===== config.mk =====
export PLATFORM = sky130hd
export DESIGN_NAME = dly_sweep_ctrl
export DESIGN_NICKNAME = d
export VERILOG_FILES = /design/src/rtl/dsg_pkg.sv /design/src/rtl/dsg_rst_sync.sv /design/src/rtl/dsg_delay_cmp.sv /design/src/rtl/dsg_bgate.sv /design/src/rtl/dsg_status.sv /design/src/rtl/dly_sweep_ctrl.sv
export SDC_FILE = /design/constraint.sdc
export NUM_CORES = 1
export LEC_CHECK = 0
export ABC_AREA = 1
export BUFFER_PORTS_ARGS = -buffer_cell sky130_fd_sc_hd__buf_2
export CAP_MARGIN = 0
export CORE_MARGIN = 4
export CORE_UTILIZATION = 50
export CTS_CLUSTER_DIAMETER = 150
export CTS_CLUSTER_SIZE = 14
export DETAILED_ROUTE_END_ITERATION = 10
export HOLD_SLACK_MARGIN = 0.15
export PLACE_DENSITY = 0.83
export SLEW_MARGIN = 25
export SYNTH_ARGS = -nofsm -noshare
export SYNTH_HDL_FRONTEND = slang
export SYNTH_SLANG_ARGS = --single-unit

===== constraint.sdc =====
create_clock -name clk -period 0.9 [get_ports clk]
set_input_delay 0 -clock clk [delete_from_list [all_inputs] [get_ports clk]]
set_output_delay 0 -clock clk [all_outputs]
set_load 0.02 [all_outputs]

===== src/rtl/dsg_pkg.sv =====
package dsg_pkg;
  localparam int STS_W   = 8;
  localparam int STS_CW  = $clog2(STS_W);

  // status word bit positions (host decodes these)
  localparam int SB_A_ACT   = 0;
  localparam int SB_DLY     = 1;
  localparam int SB_B_RUN   = 2;
  localparam int SB_TRIG    = 3;
  localparam int SB_A_DONE  = 4;
  localparam int SB_B_MISS  = 5;
  localparam int SB_B_DONE  = 6;
  localparam int SB_MODE    = 7;
  localparam int SB_STK_LO  = SB_TRIG;
  localparam int SB_STK_HI  = SB_B_DONE;
  localparam int STK_N      = SB_STK_HI - SB_STK_LO + 1;

  typedef logic [STS_W-1:0] sts_vec_t;
  typedef logic [STK_N-1:0] stk_vec_t;
endpackage


===== src/rtl/dsg_rst_sync.sv =====
module dsg_rst_sync #(
  parameter int STAGES = 2
) (
  input  logic clk,
  input  logic rst_n,
  output logic rst_n_o
);
  logic [STAGES-1:0] sync_q;
  logic [STAGES-1:0] sync_d;

  always_comb begin
    sync_d = {sync_q[STAGES-2:0], 1'b1};
  end

  always_ff @(posedge clk or negedge rst_n) begin
    if (!rst_n) sync_q <= '0;
    else        sync_q <= sync_d;
  end

  assign rst_n_o = sync_q[STAGES-1];
endmodule


===== src/rtl/dsg_delay_cmp.sv =====
module dsg_delay_cmp #(
  parameter int RAMP_W = 12
) (
  input  logic              clk,
  input  logic              rst_n,
  input  logic [RAMP_W-1:0] ramp_i,
  input  logic [RAMP_W-1:0] dly_ref_i,
  input  logic              a_start_i,
  input  logic              a_end_i,
  output logic              act_o,
  output logic              dly_o,
  output logic              dly_next_o
);
  logic act_q, act_d;
  logic dly_q, dly_d;
  logic hit;

  always_comb begin
    hit   = act_q && (ramp_i >= dly_ref_i);
    act_d = act_q;
    dly_d = dly_q;
    if (a_end_i) begin
      act_d = 1'b0;
      dly_d = 1'b0;
    end else begin
      if (a_start_i) act_d = 1'b1;
      if (hit)       dly_d = 1'b1;
    end
  end

  always_ff @(posedge clk or negedge rst_n) begin
    if (!rst_n) begin
      act_q <= 1'b0;
      dly_q <= 1'b0;
    end else begin
      act_q <= act_d;
      dly_q <= dly_d;
    end
  end

  assign act_o      = act_q;
  assign dly_o      = dly_q;
  assign dly_next_o = dly_d;
endmodule


===== src/rtl/dsg_bgate.sv =====
module dsg_bgate (
  input  logic clk,
  input  logic rst_n,
  input  logic free_run_i,
  input  logic b_trig_i,
  input  logic a_end_i,
  input  logic dly_q_i,
  input  logic dly_next_i,
  output logic bsw_o
);
  logic bsw_q, bsw_d;
  logic arm;

  always_comb begin
    // free mode follows the delay gate; triggered mode needs a trigger after it
    arm   = free_run_i ? dly_next_i : (dly_q_i && b_trig_i);
    bsw_d = bsw_q;
    if (a_end_i)  bsw_d = 1'b0;
    else if (arm) bsw_d = 1'b1;
  end

  always_ff @(posedge clk or negedge rst_n) begin
    if (!rst_n) bsw_q <= 1'b0;
    else        bsw_q <= bsw_d;
  end

  assign bsw_o = bsw_q;
endmodule


===== src/rtl/dsg_status.sv =====
module dsg_status
  import dsg_pkg::*;
(
  input  logic clk,
  input  logic rst_n,
  input  logic stb_i,
  input  logic act_i,
  input  logic dly_i,
  input  logic bsw_i,
  input  logic mode_i,
  input  logic b_trig_i,
  input  logic a_end_i,
  output logic sts_o
);
  stk_vec_t               stk_q, stk_d, stk_set;
  logic [STS_CW-1:0]      cnt_q, cnt_d;
  logic [STS_W-2:0]       sh_q, sh_d;
  logic                   out_q, out_d;
  logic                   first;
  sts_vec_t               snap;

  always_comb begin
    snap            = '0;
    snap[SB_A_ACT]  = act_i;
    snap[SB_DLY]    = dly_i;
    snap[SB_B_RUN]  = bsw_i;
    snap[SB_MODE]   = mode_i;
    snap[SB_STK_HI:SB_STK_LO] = stk_q;
  end

  always_comb begin
    stk_set                        = '0;
    stk_set[SB_TRIG   - SB_STK_LO] = b_trig_i;
    stk_set[SB_A_DONE - SB_STK_LO] = a_end_i && act_i;
    stk_set[SB_B_MISS - SB_STK_LO] = a_end_i && act_i && dly_i && !bsw_i;
    stk_set[SB_B_DONE - SB_STK_LO] = a_end_i && bsw_i;
  end

  always_comb begin
    first = stb_i && (cnt_q == '0);
    cnt_d = cnt_q;
    sh_d  = sh_q;
    out_d = out_q;
    stk_d = stk_q;
    if (first) stk_d = '0;
    stk_d = stk_d | stk_set;
    if (stb_i) begin
      if (cnt_q == STS_CW'(STS_W - 1)) cnt_d = '0;
      else                             cnt_d = cnt_q + 1'b1;
      if (first) begin
        out_d = snap[0];
        sh_d  = snap[STS_W-1:1];
      end else begin
        out_d = sh_q[0];
        sh_d  = {1'b0, sh_q[STS_W-2:1]};
      end
    end
  end

  always_ff @(posedge clk or negedge rst_n) begin
    if (!rst_n) begin
      stk_q <= '0;
      cnt_q <= '0;
      sh_q  <= '0;
      out_q <= 1'b0;
    end else begin
      stk_q <= stk_d;
      if (stb_i) begin
        cnt_q <= cnt_d;
        sh_q  <= sh_d;
        out_q <= out_d;
      end
    end
  end

  assign sts_o = out_q;
endmodule


===== src/rtl/dly_sweep_ctrl.sv =====
module dly_sweep_ctrl #(
  parameter int RAMP_W = 12
) (
  input  logic              clk,
  input  logic              rst_n,
  input  logic [RAMP_W-1:0] ramp_i,
  input  logic [RAMP_W-1:0] dly_ref_i,
  input  logic              free_run_i,
  input  logic              b_trig_i,
  input  logic              a_start_i,
  input  logic              a_end_i,
  input  logic              stb_i,
  output logic              dly_gate_n_o,
  output logic              b_gate_n_o,
  output logic              sts_o
);
  logic rst_n_s;
  logic act, dly, dly_next, bsw;

  dsg_rst_sync #(.STAGES(2)) u_rst (
    .clk(clk), .rst_n(rst_n), .rst_n_o(rst_n_s)
  );

  dsg_delay_cmp #(.RAMP_W(RAMP_W)) u_cmp (
    .clk(clk), .rst_n(rst_n_s), .ramp_i(ramp_i), .dly_ref_i(dly_ref_i),
    .a_start_i(a_start_i), .a_end_i(a_end_i),
    .act_o(act), .dly_o(dly), .dly_next_o(dly_next)
  );

  dsg_bgate u_bg (
    .clk(clk), .rst_n(rst_n_s), .free_run_i(free_run_i), .b_trig_i(b_trig_i),
    .a_end_i(a_end_i), .dly_q_i(dly), .dly_next_i(dly_next), .bsw_o(bsw)
  );

  dsg_status u_sts (
    .clk(clk), .rst_n(rst_n_s), .stb_i(stb_i), .act_i(act), .dly_i(dly),
    .bsw_i(bsw), .mode_i(free_run_i), .b_trig_i(b_trig_i), .a_end_i(a_end_i),
    .sts_o(sts_o)
  );

  assign dly_gate_n_o = ~dly;
  assign b_gate_n_o   = ~bsw;
endmodule


* After elaboration in Yosys (flattened, before gate mapping)
Index checks and enable logic that the tools add are counted.
** Word-level totals
- Input port bits :: 31
- Output and inout port bits :: 3
- Word-level logic and storage cells :: 36
- Flip-flop bits (word level) :: 20
** Operators by class
- Bitwise gates (word level) :: 3
- Mux-type cells :: 11
- $add $sub $neg :: 1
- Reductions and logical operators :: 11
- Equal/unequal tests :: 1
- Order comparisons :: 1
** Operators with widths (number)
- $ge A12 B12 Y1 :: 1
- $mux W1 :: 8
- $logic_and A1 B1 Y1 :: 7
- $mux W7 :: 1
- $mux W4 :: 1
- $or A4 B4 Y4 :: 1
- $reduce_bool A2 Y1 :: 2
- $add A3 B1 Y3 const B :: 1
- $eq A3 B3 Y1 const B :: 1
- $logic_not A3 Y1 :: 1
- $mux W3 :: 1
- $not A1 Y1 :: 2
- $logic_not A1 Y1 :: 1

* Logic depth before layout (Yosys ltp)
- Depth in word-level cells :: 7
- Gate-level depth with buffers :: 13
- Depth with buffers taken out :: 13

* By module
A second synthesis with hierarchy kept.
** Second synthesis, totals
- Cell total of the unflattened synthesis :: 169
- Area, all modules :: 1243.7 µm²
** By module, submodules not included
- dsg_status :: cells each 91, area each 725.7 µm², times used 1, seq. area each 375.4 µm²
- dsg_delay_cmp :: cells each 65, area each 405.4 µm², times used 1, seq. area each 50.0 µm²
- dsg_rst_sync :: cells each 3, area each 53.8 µm², times used 1, seq. area each 50.0 µm²
- dsg_bgate :: cells each 8, area each 51.3 µm², times used 1, seq. area each 25.0 µm²
- dly_sweep_ctrl :: cells each 2, area each 7.5 µm², times used 1, seq. area each 0.0 µm²

* Worst setup path after synthesis
No wires, ideal clock.
- Kind :: flip-flop to flip-flop
- Start :: register u_sts.cnt_q[0]
- End :: register u_sts.stk_q[3]
- Data required time :: 0.779 ns
- Library setup time :: 0.121 ns
- Path buffers :: 0
- Arrival :: 1.180 ns
- Stages on the path, launching flop included :: 7
- Clock period less this slack :: 1.301 ns
- Setup slack :: -0.401 ns
- Cells stage by stage :: dfrtp_1 inv_1 ha_1 nand2_1 inv_1 nand2_1 a22o_1
** On the way
- Longest elaborated chain between the ends :: 4
** RTL lines
- from (decl) :: RTL line dsg_status.sv:16 : logic [STS_CW-1:0] cnt_q, cnt_d;
- from (signal assigned) :: RTL line dsg_status.sv:69 : cnt_q <= cnt_d;
- $logic_not A3 Y1 :: RTL line dsg_status.sv:40 : first = stb_i && (cnt_q == '0);
- $logic_and A1 B1 Y1 :: RTL line dsg_status.sv:40
- $mux W4 :: RTL line dsg_status.sv:45 : if (first) stk_d = '0;
- $or A4 B4 Y4 :: RTL line dsg_status.sv:46 : stk_d = stk_d | stk_set;
- via u_sts.stk_d[3] :: RTL line dsg_status.sv:15 : stk_vec_t stk_q, stk_d, stk_set;
- to (signal assigned) :: RTL line dsg_status.sv:67 : stk_q <= stk_d;
- to (decl) :: RTL line dsg_status.sv:15
The timed path passes the listed nets, and every way through them passes these cells.
A chain may end at the register's enable or synchronous reset.

* Worst setup path in the final report
Ends and elaborated chain as after synthesis.

==> results.sh <==
export IMPL_fp_row_count=17
export IMPL_ys_seq_elements=20
export IMPL_fin_area_sq_mm=0.00177
export IMPL_cp_end_kind="flop"
export IMPL_ys_seq_area_share_pct=43.3
export IMPL_cp_startpoint="u_sts.cnt_q[0]$_DFFE_PN0P_"
export IMPL_synth_area_top_cells="dfrtp_1 43%, ha_1 16%, nand2_1 14%"
export IMPL_syn_inst=145
export IMPL_crit_arrival_ns=1.37
export IMPL_grt_util_met1_pct=20.3
export IMPL_drtPass1Iterations=5
export IMPL_cts_tree="built"
export IMPL_routedWlPerCell_microns=13.0
export IMPL_finalSetupViolations=18
export IMPL_finalHoldViolations=0
export IMPL_powerDensity_mw_per_mm2=1910
export IMPL_grt_use_met3_pct=5.57
export IMPL_syn_area_per_cell_sq_um=7.97
export IMPL_start_util_pct=52.3
export IMPL_clkLatencyLatePin_ns=0.30
export IMPL_yosys_area_top_type="dfrtp_1"
export IMPL_drt_initial_drc_count=38
export IMPL_reg2reg_to="u_sts.stk_q[3]$_DFF_PN0_"
export IMPL_pre_cts_ws_ns=-0.402
export IMPL_fmax_ghz=0.856
export IMPL_crit_type="reg -> reg"
export IMPL_grtUsageTotal_pct=19.9
export IMPL_ctsHtreeMaxLevel=1
export IMPL_max_stage_delay_ns=0.43
export IMPL_r2r_slack_ns=-0.27
export IMPL_antenna_found_initial=0
export IMPL_worstPathRequired_ns=1.10
export IMPL_setup_tns_ns=-2.90
export IMPL_die_x_microns=56.1
export IMPL_routed_wl_microns=2960
export IMPL_worstReg2RegStart="u_sts.cnt_q[0]$_DFFE_PN0P_"
export IMPL_drc_errors=0
export IMPL_hpwl_microns=2080
export IMPL_critPathSlowestCell="dfrtp_1"
export IMPL_violations="setup timing"
export IMPL_syn_nets=191
export IMPL_crit_cells=6
export IMPL_cts_sinks=20
export IMPL_netlist_area_leader_share_pct=43.3
export IMPL_pin_count=34
export IMPL_vias=1163
export IMPL_synth_cell_types=17
export IMPL_setup_ws_ns=-0.268
export IMPL_endpoint="u_sts.stk_q[3]$_DFF_PN0_"
export IMPL_rsz0062_at_grt="true"
export IMPL_grt_use_met2_pct=37.6
export IMPL_cts_root_buffer="clkbuf_4"
export IMPL_viasPerCell=5.12
export IMPL_grt_pass1_wl_microns=5060
export IMPL_mappedNetlistArea_sq_mm=0.00116
export IMPL_fin_crit_sh_pct=130
export IMPL_clk_pin_slew_ns=0.11
export IMPL_drive_gt1_share_pct=41.2
export IMPL_final_common_cell="nand2_1"
export IMPL_drv_cap=0
export IMPL_num_antenna_cells=0
export IMPL_critPathBufInv=2
export IMPL_crit_family="flip-flops"
export IMPL_grt_pass1_vias=1266
export IMPL_place_congestion=0.741
export IMPL_fillCellCount=144
export IMPL_area_growth_pct=53.1
export IMPL_clockBufferDepth=2
export IMPL_ys_warn_count=0
export IMPL_critPathMostFrequentCell="nand2_4"
export IMPL_final_cell_mix="31 x nand2_1, 26 x buf_2, 20 x dfrtp_1"
export IMPL_ant_nets=0
export IMPL_busiest_layer="met2"
export IMPL_peakVddDrop_mv=1.68
export IMPL_period_minus_slack_ns=1.17
export IMPL_skew_ns=0.00268
export IMPL_p_total_uw=3380
export IMPL_fin_nets=246
export IMPL_crit_chain="inv_2 -> ha_4 -> nand2_4 -> inv_6 -> nand2_4 -> a22o_1"
export IMPL_portBuffers=33
export IMPL_core_area_sq_mm=0.00221
export IMPL_min_path_type="in -> reg"
export IMPL_cts_hold_buf=6
export IMPL_grt_remaining_overflow=0
export IMPL_r2r_cells=6
export IMPL_holdCritStartpoint="stb_i"
export IMPL_hold_ws_ns=0.0695
export IMPL_fp_dieArea_sq_mm=0.00315
export IMPL_startpoint_type="flop"
export IMPL_die_y_microns=56.1
export IMPL_path_max_fanout=8
export IMPL_maxSlewViolCount=0
export IMPL_status="finished, violations left"
export IMPL_cts_buffers=3
export IMPL_p_leak_uw=0.000927
export IMPL_place_area_sq_mm=0.00150
export IMPL_grt_max_degree=19
worst reg2reg max path: stages (launching register included):
cell and delay (ns):
dfrtp_1 0.43, inv_2 0.09, ha_4 0.13, nand2_4 0.06, inv_6 0.09, nand2_4 0.07, a22o_1 0.20
synthesized netlist by cell type, drive strengths merged:
cell type	count
o31ai	1
clkbuf	2
dfrtp	20
inv	28
o22ai	2
nand2	42
nor2	14
a21o	1
a22o	1
o21ai	4
a21oi	5
conb	1
ha	15
a31oi	7
nand3	2
routing by layer:
metal / up-vias / routed length [microns]
met3: 10 / 144
met2: 40 / 1630
met5: - / 0
li1: 562 / -
met1: 551 / 1080
met4: 0 / 105
where the power goes:
part	internal [uW]	total, uW	leakage [uW]	switching (uW)
combinational	700	1470	0.000667	769
clock	247	519	0.0000210	272
sequential	1180	1390	0.000239	208
how the worst min path moves through the flow:
stage | endpoint | depth (start not counted) | slack [ns]
4_1_cts | u_sts.sh_q[0]$_DFFE_PN0P_ | 3 | 0.05
3_5_place_dp | u_rst.sync_q[1]$_DFF_PN0_ | 1 | -0.21
5_1_grt | u_sts.sh_q[0]$_DFFE_PN0P_ | 3 | 0.08
2_1_floorplan | u_rst.sync_q[0]$_DFF_PN0_ | 0 | -0.30
6_report | u_sts.sh_q[0]$_DFFE_PN0P_ | 3 | 0.07
3_3_place_gp | u_rst.sync_q[1]$_DFF_PN0_ | 1 | -0.22
repair_timing:
item	4_1_cts	5_1_grt
buffers inserted	6	3
endpoints found under the hold margin	15	8
endpoints found under the setup margin	18	20
gates resized for setup	22	11
cloned	0	0
pin swaps	14	11
flip-flops by register name, indices dropped and copies added, names as in the netlist:
signal and count:
u_sts.cnt_q 3, u_bg.bsw_o 1, u_rst.sync_q 2, u_sts.stk_q 4, u_sts.sts_o 1, u_cmp.dly_o 1
u_cmp.act_o 1, u_sts.sh_q 7
through the flow:
| stage | std cells | utilization, % |
|---|---|---|
| after floorplan | 145 | - |
| after global placement | 208 | 67.9 |
| after detailed placement | 208 | 67.9 |
| after CTS | 224 | 77.1 |
| after global routing | 227 | 80.0 |
| final | 227 | 80.0 |
logic make-up (layout without fill, tap and decap cells):
kind of cell               count (synthesis)  count (layout)  share of synthesized area [%]
buffers and inverters                     30              84                           9.74
AOI/OAI and AO/OA                         21              21                           11.1
and+or+nand+nor                           58              58                           19.3
adders and majority gates                 15              15                           16.2
other                                      1               1                          0.324
DFF                                       20              20                           43.3
final cells by class:
| type | instances | area (sq um) | area share [%] |
|---|---|---|---|
| sequential | 20 | 500 | 28.3 |
| inverter | 28 | 135 | 7.63 |
| multi-input combinational | 95 | 677 | 38.2 |
| tap | 28 | 35.0 | 1.98 |
| clock buffer | 4 | 36.3 | 2.05 |
| timing repair buffer | 52 | 387 | 21.8 |
Note: power is estimated with default switching activity, not from simulation.
